File: src/rtl/cgl_pkg.sv
package cgl_pkg;
  typedef enum logic {
    POL_ACTIVE_LOW  = 1'b0,
    POL_ACTIVE_HIGH = 1'b1
  } par_pol_e;
endpackage

File: src/rtl/cgl_sync.sv
module cgl_sync #(
  parameter int WIDTH  = 5,
  parameter int STAGES = 2
) (
  input  logic             clk,
  input  logic             rst_n,
  input  logic [WIDTH-1:0] d_async,
  output logic [WIDTH-1:0] q_sync
);
  logic [WIDTH-1:0] chain [STAGES];

  generate
    for (genvar s = 0; s < STAGES; s++) begin : g_stage
      if (s == 0) begin : g_first
        always_ff @(posedge clk or negedge rst_n)
          if (!rst_n) chain[s] <= '0;
          else        chain[s] <= d_async;
      end else begin : g_next
        always_ff @(posedge clk or negedge rst_n)
          if (!rst_n) chain[s] <= '0;
          else        chain[s] <= chain[s-1];
      end
    end
  endgenerate

  assign q_sync = chain[STAGES-1];
endmodule

File: src/rtl/cgl_cmd_store.sv
module cgl_cmd_store #(
  parameter int NCH = 8
) (
  input  logic           clk,
  input  logic           rst_n,
  input  logic           cmd_valid,
  output logic           cmd_ready,
  input  logic [NCH-1:0] cmd_data,
  output logic [NCH-1:0] state_q
);
  assign cmd_ready = rst_n;

  always_ff @(posedge clk or negedge rst_n)
    if (!rst_n)                      state_q <= '0;
    else if (cmd_valid && cmd_ready) state_q <= cmd_data;

  a_r2_load_word: assert property (@(posedge clk) disable iff (!rst_n)
    (cmd_valid && cmd_ready) |=> (state_q == $past(cmd_data)));

  a_r3_hold_idle: assert property (@(posedge clk) disable iff (!rst_n)
    !cmd_valid |=> $stable(state_q));
endmodule

File: src/rtl/cgl_gate.sv
module cgl_gate
  import cgl_pkg::*;
#(
  parameter int NCH  = 8,
  parameter int NPAR = 4
) (
  input  logic            clk,
  input  logic            rst_n,
  input  logic [NCH-1:0]  state_q,
  input  logic [NPAR-1:0] par_s,
  input  logic            pol_s,
  output logic [NCH-1:0]  gate_q
);
  logic [NCH-1:0]  gate_d;
  logic [NPAR-1:0] par_act;

  assign par_act = (par_pol_e'(pol_s) == POL_ACTIVE_HIGH) ? par_s : ~par_s;

  generate
    for (genvar i = 0; i < NCH; i++) begin : g_ch
      if (i < NPAR) begin : g_gated
        assign gate_d[i] = state_q[i] & par_act[i];
      end else begin : g_plain
        assign gate_d[i] = state_q[i];
      end
    end
  endgenerate

  always_ff @(posedge clk or negedge rst_n)
    if (!rst_n) gate_q <= '0;
    else        gate_q <= gate_d;

  a_r1_off_in_reset: assert property (@(posedge clk)
    !rst_n |-> (gate_q == '0));

  a_r8_zero_forces_off: assert property (@(posedge clk) disable iff (!rst_n)
    ((gate_q[NPAR-1:0] & ~$past(state_q[NPAR-1:0])) == '0));

  a_r4_upper_follow: assert property (@(posedge clk) disable iff (!rst_n)
    (gate_q[NCH-1:NPAR] == $past(state_q[NCH-1:NPAR])));
endmodule

File: src/rtl/chan_gate_latch.sv
module chan_gate_latch #(
  parameter int NCH         = 8,
  parameter int NPAR        = 4,
  parameter int SYNC_STAGES = 2
) (
  input  logic            clk,
  input  logic            rst_n,
  input  logic            cmd_valid,
  output logic            cmd_ready,
  input  logic [NCH-1:0]  cmd_data,
  input  logic [NPAR-1:0] par_in,
  input  logic            pol_high,
  output logic [NCH-1:0]  gate_en
);
  localparam int SW = NPAR + 1;

  logic [NCH-1:0] state_q;
  logic [SW-1:0]  sync_q;

  cgl_cmd_store #(.NCH(NCH)) u_store (
    .clk(clk), .rst_n(rst_n), .cmd_valid(cmd_valid), .cmd_ready(cmd_ready),
    .cmd_data(cmd_data), .state_q(state_q)
  );

  cgl_sync #(.WIDTH(SW), .STAGES(SYNC_STAGES)) u_sync (
    .clk(clk), .rst_n(rst_n), .d_async({pol_high, par_in}), .q_sync(sync_q)
  );

  cgl_gate #(.NCH(NCH), .NPAR(NPAR)) u_gate (
    .clk(clk), .rst_n(rst_n), .state_q(state_q), .par_s(sync_q[NPAR-1:0]),
    .pol_s(sync_q[NPAR]), .gate_q(gate_en)
  );

  a_r9_ready_up: assert property (@(posedge clk) disable iff (!rst_n)
    $rose(gate_en[0]) |-> cmd_ready);
endmodule

File: config.mk
export PLATFORM = sky130hd
export DESIGN_NAME = chan_gate_latch
export DESIGN_NICKNAME = d
export VERILOG_FILES = /design/src/rtl/cgl_pkg.sv /design/src/rtl/cgl_sync.sv /design/src/rtl/cgl_cmd_store.sv /design/src/rtl/cgl_gate.sv /design/src/rtl/chan_gate_latch.sv
export SDC_FILE = /design/constraint.sdc
export NUM_CORES = 1
export LEC_CHECK = 0
export ABC_AREA = 0
export BUFFER_PORTS_ARGS = -buffer_cell sky130_fd_sc_hd__buf_2
export CAP_MARGIN = 25
export CELL_PAD_IN_SITES_DETAIL_PLACEMENT = 0
export CELL_PAD_IN_SITES_GLOBAL_PLACEMENT = 1
export CORE_MARGIN = 5
export CORE_UTILIZATION = 45
export CTS_BUF_LIST = sky130_fd_sc_hd__clkbuf_8
export DETAILED_ROUTE_END_ITERATION = 16
export GPL_TIMING_DRIVEN = 0
export PLACE_DENSITY_LB_ADDON = 0.12
export SLEW_MARGIN = 40
export SYNTH_ARGS = -nofsm -noshare
export SYNTH_HDL_FRONTEND = slang
export SYNTH_HIERARCHICAL = 1
export SYNTH_SLANG_ARGS = --single-unit
File: constraint.sdc
create_clock -name clk -period 2.2 [get_ports clk]
set_input_delay 0.22 -clock clk [delete_from_list [all_inputs] [get_ports clk]]
set_output_delay 0.22 -clock clk [all_outputs]
set_load 0.05 [all_outputs]
==> results.yml, run 1 <==
clock_tree:
  cts_tree: "yes"
  clock-root-buffer: "clkbuf_8"
  cts_setup_buffers: 0
  clock_sinks: 26
  cts_inserted_buffers: 3
  ctsResizeCount: 0
  cts_buffer_depth: 2
  clk_latency_ps: 260
  clk_pin_slew_ps: 80
  ctsHoldBuffers: 1
  htreeDepth: 1
worst_setup_path:
  r2r-start: "u_sync/q_sync[4]$_DFF_PN0_"
  cp_max_fo: 28
  cp_top_family: "buffers and inverters"
  reg2reg_slack_ps: 1220
  cp-end-kind: "output port"
  critPathKind: "in -> out"
  cpMaxStageDelayCell: "dlygate4sd3_1"
  crit_buf_inv: 4
  r2r_cells: 4
  r2r_end: "u_gate/gate_q[2]$_DFF_PN0_"
  max_stage_delay_ps: 530
  cp.arrival_ps: 1690
  path_cells: "dlygate4sd3_1, buf_2, buf_4, buf_2"
  path_common_cell: "buf_2"
  critPathLaunchType: "input port"
  cp_data_required_time_ps: 1980
pwr:
  p_total_mw: 1.00
  peakVddDrop_v: 0.000533
  power_leakage_nw: 0.530
  power.density_mw_per_mm2: 930
logic_synthesis:
  synth_seq_cells: 26
  yosysSeqAreaShare_pct: 75.4
  synth_area_leaders: "dfrtp_1 (75%), mux2_2 (10%), buf_4 (5.2%)"
  ys_types: 7
  syn_area_per_cell_um2: 17.3
  synth_adder_area_share_pct: 0
  synth_warnings: 6
  syn-num-nets: 66
  yosysTopAreaCellShare_pct: 75.4
  yosysTopAreaCell: "dfrtp_1"
  synth_compound_area_share_pct: 0
  post_synth_xor_area_fraction_pct: 4.06
  synth_top_family_by_area: "multiplexers"
  synthMuxAreaShare_pct: 10.4
  synth_cells: 50
  synth_simple_gate_area_share_pct: 3.62
  syn_area_um2: 863
cells_and_area:
  antenna_cells: 0
  drive_gt1_share_pct: 55.7
  nNetsFinal: 96
  area_delta_synth_final_pct: 25.1
floorplanning:
  core_mm2: 0.00178
  die_area_mm2: 0.00289
  die_w_um: 53.8
  initial_core_util_pct: 48.4
  placementRows: 15
  io_pins: 25
  die_h_um: 53.8
worst_hold_path:
  hp-start: "pol_high"
  min_to: "u_sync/chain[9]$_DFF_PN0_"
  hold_path_depth: 1
  hp-class: "in -> reg"
route:
  drt_iter0_markers: 0
  drc: 0
  avgViaCountPerCell: 4.19
  wl_mm: 1.16
  dr.pass1.iters: 1
  routedWlPerCell_um: 11.2
  num_vias: 436
  drtAntennaViolNets: 0
sta:
  rsz0062_at_grt: "false"
  slew_viol_final: 0
  final.setup.tns_ps: 0
  worst_slew_pin_slew_ps: 577
  fin_crit_sh_pct: 86.8
  max-slew-margin-rel_pct: 61.5
  fin_worst_skew_ps: 0.809
  clock.fmax_mhz: 524
  setup_slack_ps: 291
  finalCriticalPeriod_ps: 1910
  setup_viol: 0
  finalHoldViolations: 0
place:
  numPortBuffers: 24
  place_ws_ps: 713
  gp_congestion: 0.644
global_routing:
  grt_max_degree: 29
  grt_pass1_wl_mm: 1.88
  grt-ovfl-total: 0
  grt_usage_pct: 9.75
  grt_pass1_vias: 449
  antenna_found_initial: 0
outcome:
  status: "completed"
flow_run:
  drv_cap: 0
how the worst max path moves through the flow:
| stage | startpoint | to | slack, ps | depth (start not counted) |
|---|---|---|---|---|
| after CTS | rst_n | cmd_ready | 260 | 4 |
| final | rst_n | cmd_ready | 290 | 4 |
| after global placement | rst_n | u_store/state_q[0]$_DFFE_PN0P_ | 750 | 3 |
| after global routing | rst_n | cmd_ready | 140 | 4 |
| after floorplan | u_sync/q_sync[4]$_DFF_PN0_ | u_gate/gate_q[0]$_DFF_PN0_ | 1260 | 4 |
| after detailed placement | rst_n | u_store/state_q[0]$_DFFE_PN0P_ | 710 | 3 |
cells in the mapped netlist:
library cell / count
and2_1: 4
xnor2_1: 4
buf_6: 1
dfrtp_1: 26
mux2_2: 8
buf_4: 6
nand2_2: 1
state kept, by name (all words and copies together) (netlist names):
register / flops
u_gate/gate_q: 8
u_store/state_q: 8
u_sync/chain: 5
u_sync/q_sync: 5
through the flow:
stage	utilization, %	hold slack, ps	instance area [um2]	cells
after floorplan	-	-75.6	863	50
after global placement	56.9	244	1010	99
after detailed placement	56.9	252	1010	99
after CTS	60.6	52.2	1080	104
after global routing	60.6	43.0	1080	104
final	60.6	59.1	1080	104
logic make-up (layout without fill, tap and decap cells):
group	Yosys count	after routing
simple gates	5	5
xor+xnor	4	4
mux	8	8
flops	26	26
buf+inv	7	36
worst reg2reg max path: stages (launching register included):
cell,delay [ps]
dfrtp_1,360
buf_4,130
buf_6,120
xnor2_1,120
and2_1,150
placed cells by master, fill, tap and decap left out:
master	instances
xnor2_1	4
dlygate4sd3_1	1
dfrtp_1	26
nand2_2	1
buf_4	6
buf_6	1
mux2_2	8
buf_2	24
clkbuf_8	4
and2_1	4
layer usage:
metal	wire (um)	track usage [%]
met5	0	0
met2	576	16.7
met1	449	9.60
met4	19	6.38
met3	115	3.88
where the power goes:
group | internal (mW) | total [mW] | switching, mW | leakage, nW
Clock | 0.159 | 0.290 | 0.130 | 0.0288
Sequential | 0.528 | 0.543 | 0.0154 | 0.309
Combinational | 0.0600 | 0.172 | 0.112 | 0.192
layout make-up:
type	count	area [um2]
Buffer	7	56.3
Tap cell	25	31.3
Multi-Input combinational cell	17	156
Timing Repair Buffer	25	130
Clock buffer	4	55.1
Fill cell	152	703
Sequential cell	26	651
No activity file was read; power rests on OpenSTA's default activity.
==> run 2: changes to the inputs <==
--- a/config.mk
+++ b/config.mk
@@ -19,5 +19,4 @@
 export SLEW_MARGIN = 40
 export SYNTH_ARGS = -nofsm -noshare
 export SYNTH_HDL_FRONTEND = slang
-export SYNTH_HIERARCHICAL = 1
 export SYNTH_SLANG_ARGS = --single-unit
==> run 2 against run 1 <==
Effect of this change:
- cell count decreased by 5.8%
- worst hold slack better by 4.9 ps
- first-iteration DRC count stayed put
- core utilization fell by 1.4 points
- sequential share of layout area up 3.4 points
- largest cell class unchanged
- global-route usage rose by 0.33 points
- via count down 5.0%
==> results.yml, run 2 <==
worst_setup_path:
  cp_data_required_time_ps: 1980
  r2r_cells: 3
  crit_buf_inv: 4
  cp.arrival_ps: 1670
  reg2reg_slack_ps: 1310
  path_common_cell: "buf_2"
  r2r-start: "u_sync.q_sync[4]$_DFF_PN0_"
  cp_max_fo: 28
  critPathKind: "in -> out"
  crit_start: "rst_n"
  cp_top_family: "buffers and inverters"
  cp-end-kind: "output port"
  path_depth: 4
  r2r_end: "u_gate.gate_q[0]$_DFF_PN0_"
  path_cells: "dlygate4sd3_1, buf_2, buf_4, buf_2"
  cpMaxStageDelayCell: "dlygate4sd3_1"
  critPathLaunchType: "input port"
  max_stage_delay_ps: 520
floorplanning:
  placementRows: 15
  die_w_um: 52.7
  core_mm2: 0.00173
  io_pins: 25
  die_h_um: 52.7
  die_area_mm2: 0.00277
  initial_core_util_pct: 47.5
global_routing:
  grt_pass1_vias: 452
  antenna_found_initial: 0
  grt_usage_pct: 10.1
  grt-ovfl-total: 0
  grt_max_degree: 29
  grt_pass1_wl_mm: 1.95
logic_synthesis:
  yosysTopAreaCellShare_pct: 79.4
  yosysTopAreaCell: "dfrtp_1"
  yosysSeqAreaShare_pct: 79.4
  ys.flop_type: "dfrtp_1"
  synth_warnings: 0
  syn_area_per_cell_um2: 18.2
  synth_edf_count: 0
  synth_area_leaders: "dfrtp_1 (79%), mux2_2 (11%), xnor2_1 (4.3%)"
  synth_cells: 45
  async_reset_ff_share_pct: 100
  syn-num-nets: 61
  synth_common_cells: "dfrtp_1 (26), mux2_2 (8), and2_1 (4), xnor2_1 (4)"
  ys_types: 7
  yosys.cell_count.top_type: "dfrtp_1"
  synth_seq_cells: 26
  syn_area_um2: 820
cells_and_area:
  fillers: 153
  layout_commonest_cell: "dfrtp_1"
  area_delta_synth_final_pct: 24.7
  drive_gt1_share_pct: 52.1
  final_cell_mix: "dfrtp_1 (26), buf_2 (24), mux2_2 (8)"
  reg_top3: "u_gate.gate_q (8), u_store.state_q (8)"
  antenna_cells: 0
  nNetsFinal: 91
pwr:
  combPwrFrac_pct: 17.1
  peakVddDrop_v: 0.000521
  power_switching_mw: 0.251
  swShare_pct: 26.3
  power.density_mw_per_mm2: 934
  power_frac_seq_pct: 56.9
  power_leakage_nw: 0.496
  p_total_mw: 0.955
  p_int_mw: 0.703
  clkPwrFrac_pct: 25.9
clock_tree:
  clock-root-buffer: "clkbuf_8"
  clk_latency_ps: 260
  cts_inserted_buffers: 3
  clock_sinks: 26
  ctsResizeCount: 0
  htreeDepth: 1
  cts_tree: "yes"
  cts_buffer_depth: 2
  clk_pin_slew_ps: 80
route:
  drt_iter0_markers: 0
  wl_mm: 1.13
  dr.pass1.iters: 1
  drc: 0
  num_vias: 414
  routedWlPerCell_um: 11.5
  drtAntennaViolNets: 0
  avgViaCountPerCell: 4.22
sta:
  clock.fmax_mhz: 529
  slew_viol_final: 0
  max-slew-margin-rel_pct: 62.1
  fin_crit_sh_pct: 85.9
  fin_worst_skew_ps: 2.14
  rsz0062_at_grt: "false"
  setup_viol: 0
  worst_slew_pin_slew_ps: 569
  finalHoldViolations: 0
  finalCriticalPeriod_ps: 1890
  final.setup.tns_ps: 0
worst_hold_path:
  hold_path_depth: 1
  hp-start: "par_in[0]"
  hp-class: "in -> reg"
  min_to: "u_sync.chain[5]$_DFF_PN0_"
flow_run:
  drv_cap: 0
outcome:
  status: "completed"
place:
  numPortBuffers: 24
  gp_congestion: 0.630
[run 2: changes by cell type after synthesis, sizes merged]
cell    delta
buf        -6
clkbuf     +1
[run 2: per-layer routing]
layer | share of wire, % | vias to the layer above | wire, um | global-route usage (%)
li1 | - | 197 | - | -
met1 | 44 | 199 | 495 | 12.1
met4 | 0 | 0 | 0 | 5.11
met5 | 0 | - | 0 | 0
met3 | 9.9 | 0 | 112 | 3.99
met2 | 46 | 18 | 521 | 15.5
[run 2: power by group through the flow]
stage / sequential, mW / combinational, mW / clock [mW]
6_report: 0.544 / 0.164 / 0.247
5_1_grt: 0.550 / 0.175 / 0.277
4_1_cts: 0.544 / 0.167 / 0.257
3_5_place_dp: 0.553 / 0.165 / 0
3_3_place_gp: 0.553 / 0.162 / 0
2_1_floorplan: 0.624 / 0.0416 / 0
[run 2: timing repair]
item,4_1_cts,5_1_grt
hold endpoints to repair,26,0
endpoints found under the setup margin,0,0
setup buffers,0,0
hold buffers,1,0
[run 2: how the worst max path moves through the flow]
stage	end	slack [ps]
after floorplan	u_gate.gate_q[0]$_DFF_PN0_	1350
after global placement	u_store.state_q[2]$_DFFE_PN0P_	720
after detailed placement	u_store.state_q[0]$_DFFE_PN0P_	680
after CTS	cmd_ready	250
after global routing	cmd_ready	160
final	cmd_ready	310
[run 2: final cells by class]
type	count	area, um2	share of cell area, %
timing repair buffer	25	130	12.7
clock buffer	3	41.3	4.04
buffer	2	12.5	1.22
multi-input combinational	17	156	15.3
sequential	26	651	63.6
tap	25	31.3	3.06
[run 2: cell families after synthesis]
family	count (synthesis)	share of synthesized area [%]
flops	26	79.4
mux	8	11.0
simple gates	5	3.82
xor+xnor	4	4.27
buf+inv	2	1.53
[run 2: stage by stage]
stage / instance area, um2 / hold slack (ps) / utilization, % / cells / setup WS [ps]
global route: 1020 / 50.2 / 59.2 / 98 / 157
finish: 1020 / 64.1 / 59.2 / 98 / 310
floorplan: 820 / -75.6 / - / 45 / 1350
CTS: 1020 / 57.2 / 59.2 / 98 / 254
global placement: 971 / 248 / 56.2 / 94 / 725
detailed placement: 971 / 253 / 56.2 / 94 / 684
==> run 3: changes to the inputs <==
--- a/config.mk
+++ b/config.mk
@@ -5,7 +5,6 @@
 export SDC_FILE = /design/constraint.sdc
 export NUM_CORES = 1
 export LEC_CHECK = 0
-export ABC_AREA = 0
 export BUFFER_PORTS_ARGS = -buffer_cell sky130_fd_sc_hd__buf_2
 export CAP_MARGIN = 25
 export CELL_PAD_IN_SITES_DETAIL_PLACEMENT = 0
@@ -15,7 +14,8 @@
 export CTS_BUF_LIST = sky130_fd_sc_hd__clkbuf_8
 export DETAILED_ROUTE_END_ITERATION = 16
 export GPL_TIMING_DRIVEN = 0
-export PLACE_DENSITY_LB_ADDON = 0.12
+export PLACE_DENSITY_LB_ADDON = 0.05
+export SKIP_LAST_GASP = 1
 export SLEW_MARGIN = 40
 export SYNTH_ARGS = -nofsm -noshare
 export SYNTH_HDL_FRONTEND = slang
==> run 3 against run 2 <==
Effect of this change:
- worst setup slack got worse by 8.9 ps
- global-route usage rose by 0.27 points
- total power increased by 4.9%
- clock power increased by 19%
- non-clock buffer count did not move
- cell count is 1.0% higher
- maximum frequency is 0.47% lower
- flip-flop and latch count stayed put
- sequential power hardly changed
- critical endpoint unchanged
- largest power group unchanged
- highest routed layer is now met4
==> results.yml, run 3 (synthesis results as in run 2) <==
sta:
  final.setup.tns_ps: 0
  finalCriticalPeriod_ps: 1900
  fin_crit_sh_pct: 86.3
  hold_ws_ps: 56.4
  fin_worst_skew_ps: 3.06
  rsz0062_at_grt: "false"
  finalHoldViolations: 0
  clock.fmax_mhz: 527
  max-slew-margin-rel_pct: 61.5
  slew_viol_final: 0
  worst_slew_pin_slew_ps: 578
  setup_slack_ps: 302
  setup_viol: 0
pwr:
  power.density_mw_per_mm2: 967
  swShare_pct: 26.0
  power_leakage_nw: 0.504
  clkPwrFrac_pct: 29.5
  power_switching_mw: 0.261
  combPwrFrac_pct: 16.2
  peakVddDrop_v: 0.000565
  p_int_mw: 0.741
  power_frac_seq_pct: 54.3
cells_and_area:
  regArea_um2: 651
  reg_top3: "u_gate.gate_q (8), u_store.state_q (8)"
  drive_gt1_share_pct: 52.7
  final_cell_mix: "dfrtp_1 (26), buf_2 (24), mux2_2 (8)"
  area_delta_synth_final_pct: 26.4
  multi_input_area_um2: 156
  nNetsFinal: 91
  layout_commonest_cell: "dfrtp_1"
  fillers: 160
  antenna_cells: 0
  stdcell_count: 99
worst_setup_path:
  r2r-start: "u_sync.q_sync[4]$_DFF_PN0_"
  reg2reg_slack_ps: 1290
  cpMaxStageDelayCell: "dlygate4sd3_1"
  cp_data_required_time_ps: 1980
  r2r_cells: 3
  critPathLaunchType: "input port"
  max_stage_delay_ps: 520
  cp_max_fo: 28
  cp-end-kind: "output port"
  cp.arrival_ps: 1680
  critPathKind: "in -> out"
  cp_top_family: "buffers and inverters"
  crit_buf_inv: 4
  path_common_cell: "buf_2"
  path_cells: "dlygate4sd3_1, buf_2, buf_4, buf_2"
  r2r_end: "u_gate.gate_q[3]$_DFF_PN0_"
global_routing:
  antenna_found_initial: 0
  use_met2_pct: 16.9
  grt_pass1_wl_mm: 2.01
  grt.busiest_layer: "met2"
  grt_max_degree: 29
  grt_use_met1_pct: 11.9
  use_met3_pct: 3.70
  grt_usage_pct: 10.4
  grt-ovfl-total: 0
  grt_pass1_vias: 456
route:
  drtAntennaViolNets: 0
  drc: 0
  num_vias: 427
  drt_iter0_markers: 1
  dr.pass1.iters: 2
  avgViaCountPerCell: 4.31
  routedWlPerCell_um: 11.7
  wl_mm: 1.16
floorplanning:
  die_area_mm2: 0.00277
  die_h_um: 52.7
  die_w_um: 52.7
  io_pins: 25
  placementRows: 15
  core_mm2: 0.00173
  initial_core_util_pct: 47.5
worst_hold_path:
  hp-class: "in -> reg"
  hold_path_depth: 1
  hp-start: "par_in[1]"
  min_to: "u_sync.chain[6]$_DFF_PN0_"
clock_tree:
  cts_tree: "yes"
  clk_pin_slew_ps: 80
  cts_inserted_buffers: 3
  clock-root-buffer: "clkbuf_8"
  cts_buffer_depth: 2
  clk_latency_ps: 260
  cts_setup_buffers: 0
  htreeDepth: 1
  clock_sinks: 26
flow_run:
  drv_cap: 0
place:
  gp_congestion: 0.645
  numPortBuffers: 24
  place_inst: 94
  place_ws_ps: 690
outcome:
  status: "completed"
-- run 3: how the worst max path moves through the flow --
stage	start	cells past startpoint	endpoint	slack, ps
detailed placement	rst_n	3	u_store.state_q[1]$_DFFE_PN0P_	690
CTS	rst_n	4	cmd_ready	250
global route	rst_n	4	cmd_ready	140
floorplan	u_sync.q_sync[4]$_DFF_PN0_	3	u_gate.gate_q[0]$_DFF_PN0_	1350
finish	rst_n	4	cmd_ready	300
global placement	rst_n	3	u_store.state_q[2]$_DFFE_PN0P_	710
-- run 3: metal layers --
metal / vias up / share of wire (%) / wire [um]
met5: - / 0 / 0
met4: 0 / 1.2 / 14
met3: 2 / 7.5 / 87
met2: 19 / 49 / 572
met1: 206 / 42 / 483
li1: 200 / - / -
-- run 3: power by group through the flow --
stage / Sequential, mW / Clock (mW) / Combinational, mW
2_1_floorplan: 0.624 / 0 / 0.0416
3_3_place_gp: 0.552 / 0 / 0.162
4_1_cts: 0.545 / 0.305 / 0.165
5_1_grt: 0.551 / 0.331 / 0.175
6_report: 0.544 / 0.295 / 0.162
3_5_place_dp: 0.555 / 0 / 0.164
-- run 3: area by class of cell --
type                       count  area share [%]
clock buffer                   4            5.31
sequential                    26            62.8
timing repair buffer          25            12.6
buffer                         2            1.21
multi-input combinational     17            15.1
tap                           25            3.02
-- run 3: per-stage QoR --
stage	power, mW	area, um2	utilization, %
after floorplan	0.666	820	-
after global placement	0.715	971	56.2
after detailed placement	0.719	971	56.2
after CTS	1.02	1040	60.0
after global routing	1.06	1040	60.0
final	1.00	1040	60.0
-- run 3: what timing repair did --
action,CTS,global route
gates resized for setup,0,0
hold endpoints to repair,26,0
hold buffers,1,0
